==> src/rtl/dbg_gate_pkg.sv <==
// Package: shared types for the debug access controller.
// Assumes the mode field encoding 00 open, 01 authenticated, 1x no debug.
package dbg_gate_pkg;

    typedef enum logic [1:0] {
        LVL_OPEN = 2'd0,
        LVL_AUTH = 2'd1,
        LVL_NONE = 2'd2,
        LVL_OFF  = 2'd3
    } sec_level_e;

    // Resolve the fuse settings into one security level; the hard disable wins.
    function automatic sec_level_e resolve_level(input logic hard_off, input logic [1:0] mode);
        if (hard_off)          return LVL_OFF;
        else if (mode[1])      return LVL_NONE;
        else if (mode == 2'b00) return LVL_OPEN;
        else                   return LVL_AUTH;
    endfunction

endpackage

==> src/rtl/dbg_resp_compare.sv <==
// Response store and comparator.
// Holds the debugger-supplied response as word registers. On submit, it
// compares all bits at once with the reference: the XOR is reduced in a single
// cycle, so timing does not depend on the data. The grant is set on a match
// and cleared on a mismatch.
// Assumes RESP_W is a multiple of DATA_W.
module dbg_resp_compare #(
    parameter int RESP_W = 128,
    parameter int DATA_W = 32,
    localparam int NWORDS = RESP_W / DATA_W
) (
    input  logic              clk,
    input  logic              rst_n,
    input  logic [NWORDS-1:0] word_we,
    input  logic [DATA_W-1:0] wdata,
    input  logic [RESP_W-1:0] ref_val,
    input  logic              submit,
    output logic              grant
);

    logic [RESP_W-1:0] resp_q;
    logic              match;

    genvar w;
    generate
        for (w = 0; w < NWORDS; w++) begin : g_word
            // Capture one response word when its write enable is strobed.
            always_ff @(posedge clk) begin
                if (!rst_n)
                    resp_q[w*DATA_W +: DATA_W] <= '0;
                else if (word_we[w])
                    resp_q[w*DATA_W +: DATA_W] <= wdata;
            end
        end
    endgenerate

    // Full-width equality, evaluated in one pass with no early exit.
    assign match = ~|(resp_q ^ ref_val);

    // Latch the outcome of each submit; reset removes any grant.
    always_ff @(posedge clk) begin
        if (!rst_n)
            grant <= 1'b0;
        else if (submit)
            grant <= match;
    end

endmodule

==> src/rtl/dbg_sw_enable.sv <==
// Software debug-enable bit with a sticky lock.
// Once the lock is set, the enable bit is frozen until reset. A single write
// may set the lock and the enable together.
module dbg_sw_enable (
    input  logic clk,
    input  logic rst_n,
    input  logic we,
    input  logic wr_enable,
    input  logic wr_lock,
    output logic en_q,
    output logic lock_q
);

    // Update the enable unless locked; the lock only ever sets.
    always_ff @(posedge clk) begin
        if (!rst_n) begin
            en_q   <= 1'b0;
            lock_q <= 1'b0;
        end else if (we) begin
            lock_q <= lock_q | wr_lock;
            if (!lock_q)
                en_q <= wr_enable;
        end
    end

endmodule

==> src/rtl/dbg_access_arbiter.sv <==
// Priority resolution of the port enables.
// Order, highest first: hard disable, no-debug level, software enable (unless
// overridden), open level, authenticated grant. The mode pin selects the debug
// port or the test-only port. Both outputs are registered and are 0 in reset.
module dbg_access_arbiter
    import dbg_gate_pkg::*;
(
    input  logic       clk,
    input  logic       rst_n,
    input  logic       fuse_disable,
    input  logic [1:0] fuse_mode,
    input  logic       fuse_sw_override,
    input  logic       sw_en,
    input  logic       auth_grant,
    input  logic       mode_pin,
    output logic       dbg_en,
    output logic       test_en
);

    sec_level_e level;
    logic       sw_path;
    logic       allow;

    assign level   = resolve_level(fuse_disable, fuse_mode);
    assign sw_path = sw_en && !fuse_sw_override;

    // Decide whether the debug port may open at the current level.
    always_comb begin
        unique case (level)
            LVL_OFF, LVL_NONE: allow = 1'b0;
            LVL_OPEN:          allow = 1'b1;
            LVL_AUTH:          allow = sw_path || auth_grant;
            default:           allow = 1'b0;
        endcase
    end

    // Register both enables so the outputs are glitch-free.
    always_ff @(posedge clk) begin
        if (!rst_n) begin
            dbg_en  <= 1'b0;
            test_en <= 1'b0;
        end else begin
            dbg_en  <= allow && !mode_pin;
            test_en <= mode_pin && (level != LVL_OFF);
        end
    end

endmodule

==> src/rtl/dbg_gate_ctrl.sv <==
// Top of the debug access controller.
// Word-addressed register window:
//   - challenge words first,
//   - then the response words,
//   - then the submit address,
//   - then the control word {lock, enable}.
// Writes are accepted only while the mode pin selects the debug port.
// Assumes UID_W and RESP_W are multiples of DATA_W and the map fits ADDR_W.
module dbg_gate_ctrl #(
    parameter int UID_W  = 64,
    parameter int RESP_W = 128,
    parameter int DATA_W = 32,
    parameter int ADDR_W = 3
) (
    input  logic              clk,
    input  logic              rst_n,
    input  logic              fuse_disable,
    input  logic [1:0]        fuse_mode,
    input  logic              fuse_sw_override,
    input  logic [UID_W-1:0]  fuse_uid,
    input  logic [RESP_W-1:0] fuse_ref,
    input  logic              mode_pin,
    input  logic              reg_wr,
    input  logic [ADDR_W-1:0] reg_addr,
    input  logic [DATA_W-1:0] reg_wdata,
    output logic [DATA_W-1:0] reg_rdata,
    output logic              dbg_en,
    output logic              test_en
);

    localparam int UID_WORDS   = UID_W / DATA_W;
    localparam int RESP_WORDS  = RESP_W / DATA_W;
    localparam int RESP_BASE   = UID_WORDS;
    localparam int SUBMIT_ADDR = RESP_BASE + RESP_WORDS;
    localparam int CTRL_ADDR   = SUBMIT_ADDR + 1;

    logic                  wr_ok;
    logic [RESP_WORDS-1:0] resp_we;
    logic                  submit;
    logic                  ctrl_we;
    logic                  sw_en_q;
    logic                  sw_lock_q;
    logic                  auth_grant;

    assign wr_ok   = reg_wr && !mode_pin;
    assign submit  = wr_ok && (reg_addr == ADDR_W'(SUBMIT_ADDR));
    assign ctrl_we = wr_ok && (reg_addr == ADDR_W'(CTRL_ADDR));

    genvar w;
    generate
        for (w = 0; w < RESP_WORDS; w++) begin : g_we
            assign resp_we[w] = wr_ok && (reg_addr == ADDR_W'(RESP_BASE + w));
        end
    endgenerate

    // Read mux: challenge words and the control word; all else reads zero.
    always_comb begin
        reg_rdata = '0;
        for (int i = 0; i < UID_WORDS; i++) begin
            if (reg_addr == ADDR_W'(i))
                reg_rdata = fuse_uid[i*DATA_W +: DATA_W];
        end
        if (reg_addr == ADDR_W'(CTRL_ADDR))
            reg_rdata = {{(DATA_W-2){1'b0}}, sw_lock_q, sw_en_q};
    end

    dbg_resp_compare #(
        .RESP_W (RESP_W),
        .DATA_W (DATA_W)
    ) u_cmp (
        .clk     (clk),
        .rst_n   (rst_n),
        .word_we (resp_we),
        .wdata   (reg_wdata),
        .ref_val (fuse_ref),
        .submit  (submit),
        .grant   (auth_grant)
    );

    dbg_sw_enable u_sw (
        .clk       (clk),
        .rst_n     (rst_n),
        .we        (ctrl_we),
        .wr_enable (reg_wdata[0]),
        .wr_lock   (reg_wdata[1]),
        .en_q      (sw_en_q),
        .lock_q    (sw_lock_q)
    );

    dbg_access_arbiter u_arb (
        .clk              (clk),
        .rst_n            (rst_n),
        .fuse_disable     (fuse_disable),
        .fuse_mode        (fuse_mode),
        .fuse_sw_override (fuse_sw_override),
        .sw_en            (sw_en_q),
        .auth_grant       (auth_grant),
        .mode_pin         (mode_pin),
        .dbg_en           (dbg_en),
        .test_en          (test_en)
    );

endmodule

==> config.mk <==
export PLATFORM = sky130hd
export DESIGN_NAME = dbg_gate_ctrl
export DESIGN_NICKNAME = d
export VERILOG_FILES = /design/src/rtl/dbg_gate_pkg.sv /design/src/rtl/dbg_resp_compare.sv /design/src/rtl/dbg_sw_enable.sv /design/src/rtl/dbg_access_arbiter.sv /design/src/rtl/dbg_gate_ctrl.sv
export SDC_FILE = /design/constraint.sdc
export NUM_CORES = 1
export LEC_CHECK = 0
export CAP_MARGIN = 25
export CORE_MARGIN = 2
export CORE_UTILIZATION = 64
export DETAILED_ROUTE_END_ITERATION = 12
export DONT_BUFFER_PORTS = 1
export PLACE_DENSITY_LB_ADDON = 0.05
export SLEW_MARGIN = 30
export SYNTH_ARGS = -nofsm -noshare
export SYNTH_HDL_FRONTEND = slang
export SYNTH_SLANG_ARGS = --single-unit
export TNS_END_PERCENT = 100
==> constraint.sdc <==
create_clock -name clk -period 1.94 [get_ports clk]
set_input_delay 0.097 -clock clk [delete_from_list [all_inputs] [get_ports clk]]
set_output_delay 0.097 -clock clk [all_outputs]
set_load 0.01 [all_outputs]
### Word level (Yosys, flattened, before mapping)

Index checks and enable logic that the tools add are counted.

* bits in registers: 133
* input port bits: 235
* output and inout bits: 34
* logic and storage cells: 50

* bitwise logic cells: 3
* reduce and logical (&&, ||, !) cells: 20
* equality and inequality tests: 11
* mux-type cells: 7

Operators with widths (count)
* OR reduction 128 bit: 1
* XOR 128 bit: 1
* two-way mux 32 bit: 3
* == test 3 bit, second input constant: 4
* logical AND 1 bit: 10
* == test 3 x 2 -> 1 bit, second input constant: 2
* == test 2 bit, second input constant: 2
* zero test 2 bit: 2
* two-way mux 2 bit: 2
* == test 3 x 1 -> 1 bit, second input constant: 1
* zero test 1 bit: 3
* zero test 3 bit: 1
* case mux 1 bit (3 select lines): 1
* == test 2 x 1 -> 1 bit, second input constant: 1
* inequality test 2 bit, second input constant: 1
* AND reduction 2 bit: 1
* OR reduction 2 bit: 1
* logical OR 1 bit: 1
* two-way mux 1 bit: 1
* inverter 1 bit: 1
* bitwise OR 1 bit: 1

### Logic depth before layout (Yosys ltp)

* depth in word-level cells: 8
* depth in mapped cells: 7
* depth with buffers taken out: 6

### Hierarchy

Synthesis repeated with hierarchy kept, for this count alone.

* cell total of the unflattened synthesis: 737
* area total of the unflattened synthesis: 7185.6 um^2

Modules (own cells, without submodules)
* dbg_resp_compare: cells each 637, instances 1, sequential area each 2582.5 um^2, area an instance 6393.6 um^2
* dbg_gate_ctrl: cells each 85, instances 1, sequential area each 0.0 um^2, area an instance 633.1 um^2
* dbg_sw_enable: cells each 8, instances 1, sequential area each 40.0 um^2, area an instance 82.6 um^2
* dbg_access_arbiter: cells each 7, instances 1, sequential area each 40.0 um^2, area an instance 76.3 um^2

### Least setup slack after synthesis

No wires, ideal clock.

* path type: register to register
* from: register u_cmp.resp_q[52]
* to: register u_cmp.grant
* data required time: 1.880 ns
* cell stages (with the launch flop): 7
* slack: 0.594 ns
* arrival time: 1.286 ns
* period minus slack after synthesis: 1.346 ns
* setup time: 0.060 ns
* buffers on the path: 0
* cell sequence: dfxtp_1 xnor2_1 nand4_1 nor4_1 nand3_1 nor4_1 a32o_1

* longest elaborated chain between the ends: 3

RTL lines
* from (decl): RTL line dbg_resp_compare.sv:21 `logic [RESP_W-1:0] resp_q;`
* from (signal, indexed assignment): RTL line dbg_resp_compare.sv:32 `resp_q[w*DATA_W +: DATA_W] <= wdata;`
* XOR 128 bit: RTL line dbg_resp_compare.sv:38 `assign match = ~|(resp_q ^ ref_val);`
* OR reduction 128 bit: RTL line dbg_resp_compare.sv:38
* zero test 1 bit: RTL line dbg_resp_compare.sv:38
* to (signal assigned): RTL line dbg_resp_compare.sv:45 `grant <= match;`
* to (decl): RTL line dbg_resp_compare.sv:18 `output logic grant`

No other way between the ends.
A chain may end at the register's enable or synchronous reset.

### Final worst setup path

* from: register u_cmp.resp_q[77]
* to: register u_cmp.grant

The elaborated chain is that of the path after synthesis.

==> results.py <==
metrics = {
    "outcome": {
        "outcome": "completed",
    },
    "clock_network": {
        "clk_latency_ps": 530,
        "root_buffer": "clkbuf_8",
        "cts_tree": "yes",
        "post_cts_buffers": 0,
        "numCtsBuffers": 17,
        "cts_sinks": 133,
        "path_clk_slew_ps": 60,
        "cts-htree-levels": 4,
        "clockBufferDepth": 2,
    },
    "floorplanning": {
        "die_area_um2": 11400,
        "die_h_um": 107,
        "io_pins": 269,
        "std_cell_rows": 37,
        "coreArea_um2": 10300,
        "die_w_um": 107,
        "start_util": 0.656,
    },
    "synth": {
        "yosysSeqAreaShare": 0.395,
        "yosys_warnings": 0,
        "synth.distinct_cells": 36,
        "synth.avg_cell_area_um2": 8.32,
        "syn_inst": 810,
        "ys_seq_elements": 133,
        "syn-cell-area_um2": 6740,
        "syn_nets": 1045,
    },
    "layout": {
        "multiInputGateArea_um2": 3860,
        "n_fill_cell": 729,
        "final_cells": 992,
        "drive_gt1_frac": 0.0655,
        "fin_util": 0.774,
        "final_net_count": 1077,
        "regArea_um2": 2660,
        "syn2layout_area_growth_pct": 18.0,
        "stdcell_area_um2": 7950,
    },
    "drt": {
        "drt_iter0_markers": 497,
        "routed_wl_um": 22800,
        "detail_route.drc_violations": 0,
        "routedWlPerCell_um": 23.0,
        "ant_nets": 0,
        "dr.pass1.iters": 6,
        "vias": 6141,
        "vias_per_cell": 6.19,
    },
    "worst_setup_path": {
        "path_class": "reg -> reg",
        "cp.required_ps": 2410,
        "worstSetupStartpointType": "flip-flop",
        "crit_arrival_ps": 2320,
        "worst-path-max-fanout": 2,
        "r2r-start": "u_cmp.resp_q[77]",
        "cp-end-kind": "flip-flop",
        "startpoint": "u_cmp.resp_q[77]",
    },
    "sta": {
        "fin_skew_ps": 4.76,
        "hold_viol": 0,
        "post-route-period-util": 0.955,
        "maxSlewHeadroom": 0.634,
        "setup-tns-final_ps": 0,
        "slew_viol_final": 0,
        "tightest_slew_ps": 549,
        "grt_setup_unrepaired": "false",
        "fin_crit_ps": 1850,
        "finalSetupViolations": 0,
        "fmax_mhz": 539,
    },
    "global_routing": {
        "gr-total-overflow": 0,
        "grt_max_degree": 127,
        "antenna_found_initial": 2,
        "grt_pass1_wl_um": 33400,
        "globalRouteTotalUtil": 0.397,
        "grt_pass1_vias": 5976,
    },
    "hold_path": {
        "min-delay-start": "rst_n",
        "hold_class": "in -> reg",
    },
    "run": {
        "maxCapViolations": 0,
    },
    "place": {
        "dpl_cell_area_um2": 6830,
        "post-place-cells": 909,
        "routabilityCongestion": 0.951,
        "dpl.hpwl_um": 15700,
        "portBuffers": 0,
    },
    "power": {
        "leakage_uw": 0.00273,
        "power_density_nw_per_um2": 817,
        "ir_worst_vdd_mv": 0.550,
    },
}
-- cell type report --
cell class	count	share of cell area
Timing Repair Buffer	64	0.0818
Clock buffer	20	0.0573
Antenna cell	1	0.000315
Tap cell	136	0.0214
Multi-Input combinational cell	620	0.485
Clock inverter	12	0.0161
Inverter	6	0.00283
Sequential cell	133	0.335
-- synth_stat cells --
library cell / count / area [um2]
buf_4: 1 / 7.51
dfxtp_1: 133 / 2660
xnor2_1: 80 / 701
a22o_1: 34 / 298
buf_2: 30 / 150
o21ai_0: 1 / 5.00
and3b_1: 2 / 17.5
nand2_1: 258 / 968
a32o_1: 1 / 10.0
nor3_1: 4 / 20.0
nor3b_2: 1 / 12.5
or4b_2: 1 / 10.0
nor2b_2: 1 / 8.76
a221oi_1: 1 / 8.76
o2111ai_1: 1 / 8.76
nand2b_1: 3 / 18.8
a31oi_1: 1 / 6.26
nor2_1: 2 / 7.51
nor3_2: 2 / 20.0
inv_1: 6 / 22.5
a21boi_0: 41 / 308
nand3b_1: 2 / 15.0
xor2_1: 43 / 377
and2_1: 2 / 12.5
or2_1: 1 / 6.26
o2bb2ai_1: 3 / 26.3
a41oi_1: 1 / 8.76
nand3_1: 4 / 20.0
nor2b_1: 2 / 12.5
a21boi_1: 87 / 653
mux2i_1: 1 / 10.0
nor3b_1: 1 / 7.51
clkbuf_1: 20 / 75.1
nor4_1: 16 / 100
nand4_1: 21 / 131
or3_1: 2 / 12.5
-- per-stage QoR --
step	total power, uW	setup slack [ps]	hold slack (ps)
6_report	6500	86.4	16.2
5_1_grt	6650	13.0	27.9
4_1_cts	6490	32.4	15.4
3_5_place_dp	3240	-23.1	239
3_3_place_gp	3230	-22.6	233
2_1_floorplan	3200	594	202
-- critical path: stages (launching register included) --
cell and delay [ps]:
dfxtp_1 320, xnor2_1 280, nand4_1 200, nor4_2 470, nand4_1 160, nor3_1 210
a32o_1 150
-- repair_timing --
| item | 4_1_cts | 5_1_grt |
|---|---|---|
| endpoints found under the hold margin | 133 | 0 |
| gates resized for setup | 1 | 2 |
| hold buffers | 50 | 0 |
| endpoints found under the setup margin | 1 | 2 |
-- logic make-up after synthesis --
| logic type | after synthesis | synth area share |
|---|---|---|
| AND/OR/NAND/NOR | 325 | 0.208 |
| AO/OA/AOI/OAI | 171 | 0.198 |
| flip-flops | 133 | 0.395 |
| XOR/XNOR | 123 | 0.160 |
| buffers and inverters | 57 | 0.0379 |
| multiplexers | 1 | 0.00149 |
-- path summary, 6_finish.rpt --
path                                     endpoint  slack [ps]  cells past startpoint
worst min-delay path            u_cmp.resp_q[125]          20                      2
worst max register to register        u_cmp.grant          90                      6
worst max-delay path                  u_cmp.grant          90                      6
worst min register to register   u_cmp.resp_q[55]         460                      2
-- flip-flops by register name, indices dropped and copies added (netlist names) --
signal         count
u_arb.dbg_en       1
u_arb.test_en      1
u_cmp.grant        1
u_cmp.resp_q     128
u_sw.en_q          1
u_sw.lock_q        1
-- metal layers --
layer | up-vias | GRT usage | routed length, um
li1 | 2782 | - | -
met1 | 2927 | 0.476 | 8590
met2 | 361 | 0.646 | 10800
met3 | 69 | 0.124 | 2370
met4 | 2 | 0.197 | 968
met5 | - | 0 | 9
-- cells in the final DEF (no fill, tap or decap), types with 2 or more instances in the layout --
cell / n
xnor2_1: 80
nand3b_1: 2
nand2_1: 258
o2bb2ai_1: 3
nor4_1: 14
buf_12: 2
inv_1: 6
nor3_4: 2
buf_4: 12
nand3_1: 4
clkinv_2: 4
a21boi_1: 87
and3b_1: 2
nor2b_1: 2
or3_1: 2
and2_1: 2
xor2_1: 43
clkbuf_16: 16
a21boi_0: 41
bufinv_16: 2
nand4_1: 21
clkinvlp_4: 4
nor3_1: 3
dlygate4sd3_1: 48
a22o_1: 34
dfxtp_1: 133
nor4_2: 2
clkbuf_8: 4
nand2b_1: 3
-- power breakdown --
part / internal (uW) / switching, uW
Combinational: 269 / 290
Sequential: 2770 / 25.9
Clock: 1930 / 1220
(Power assumes the default switching activity.)
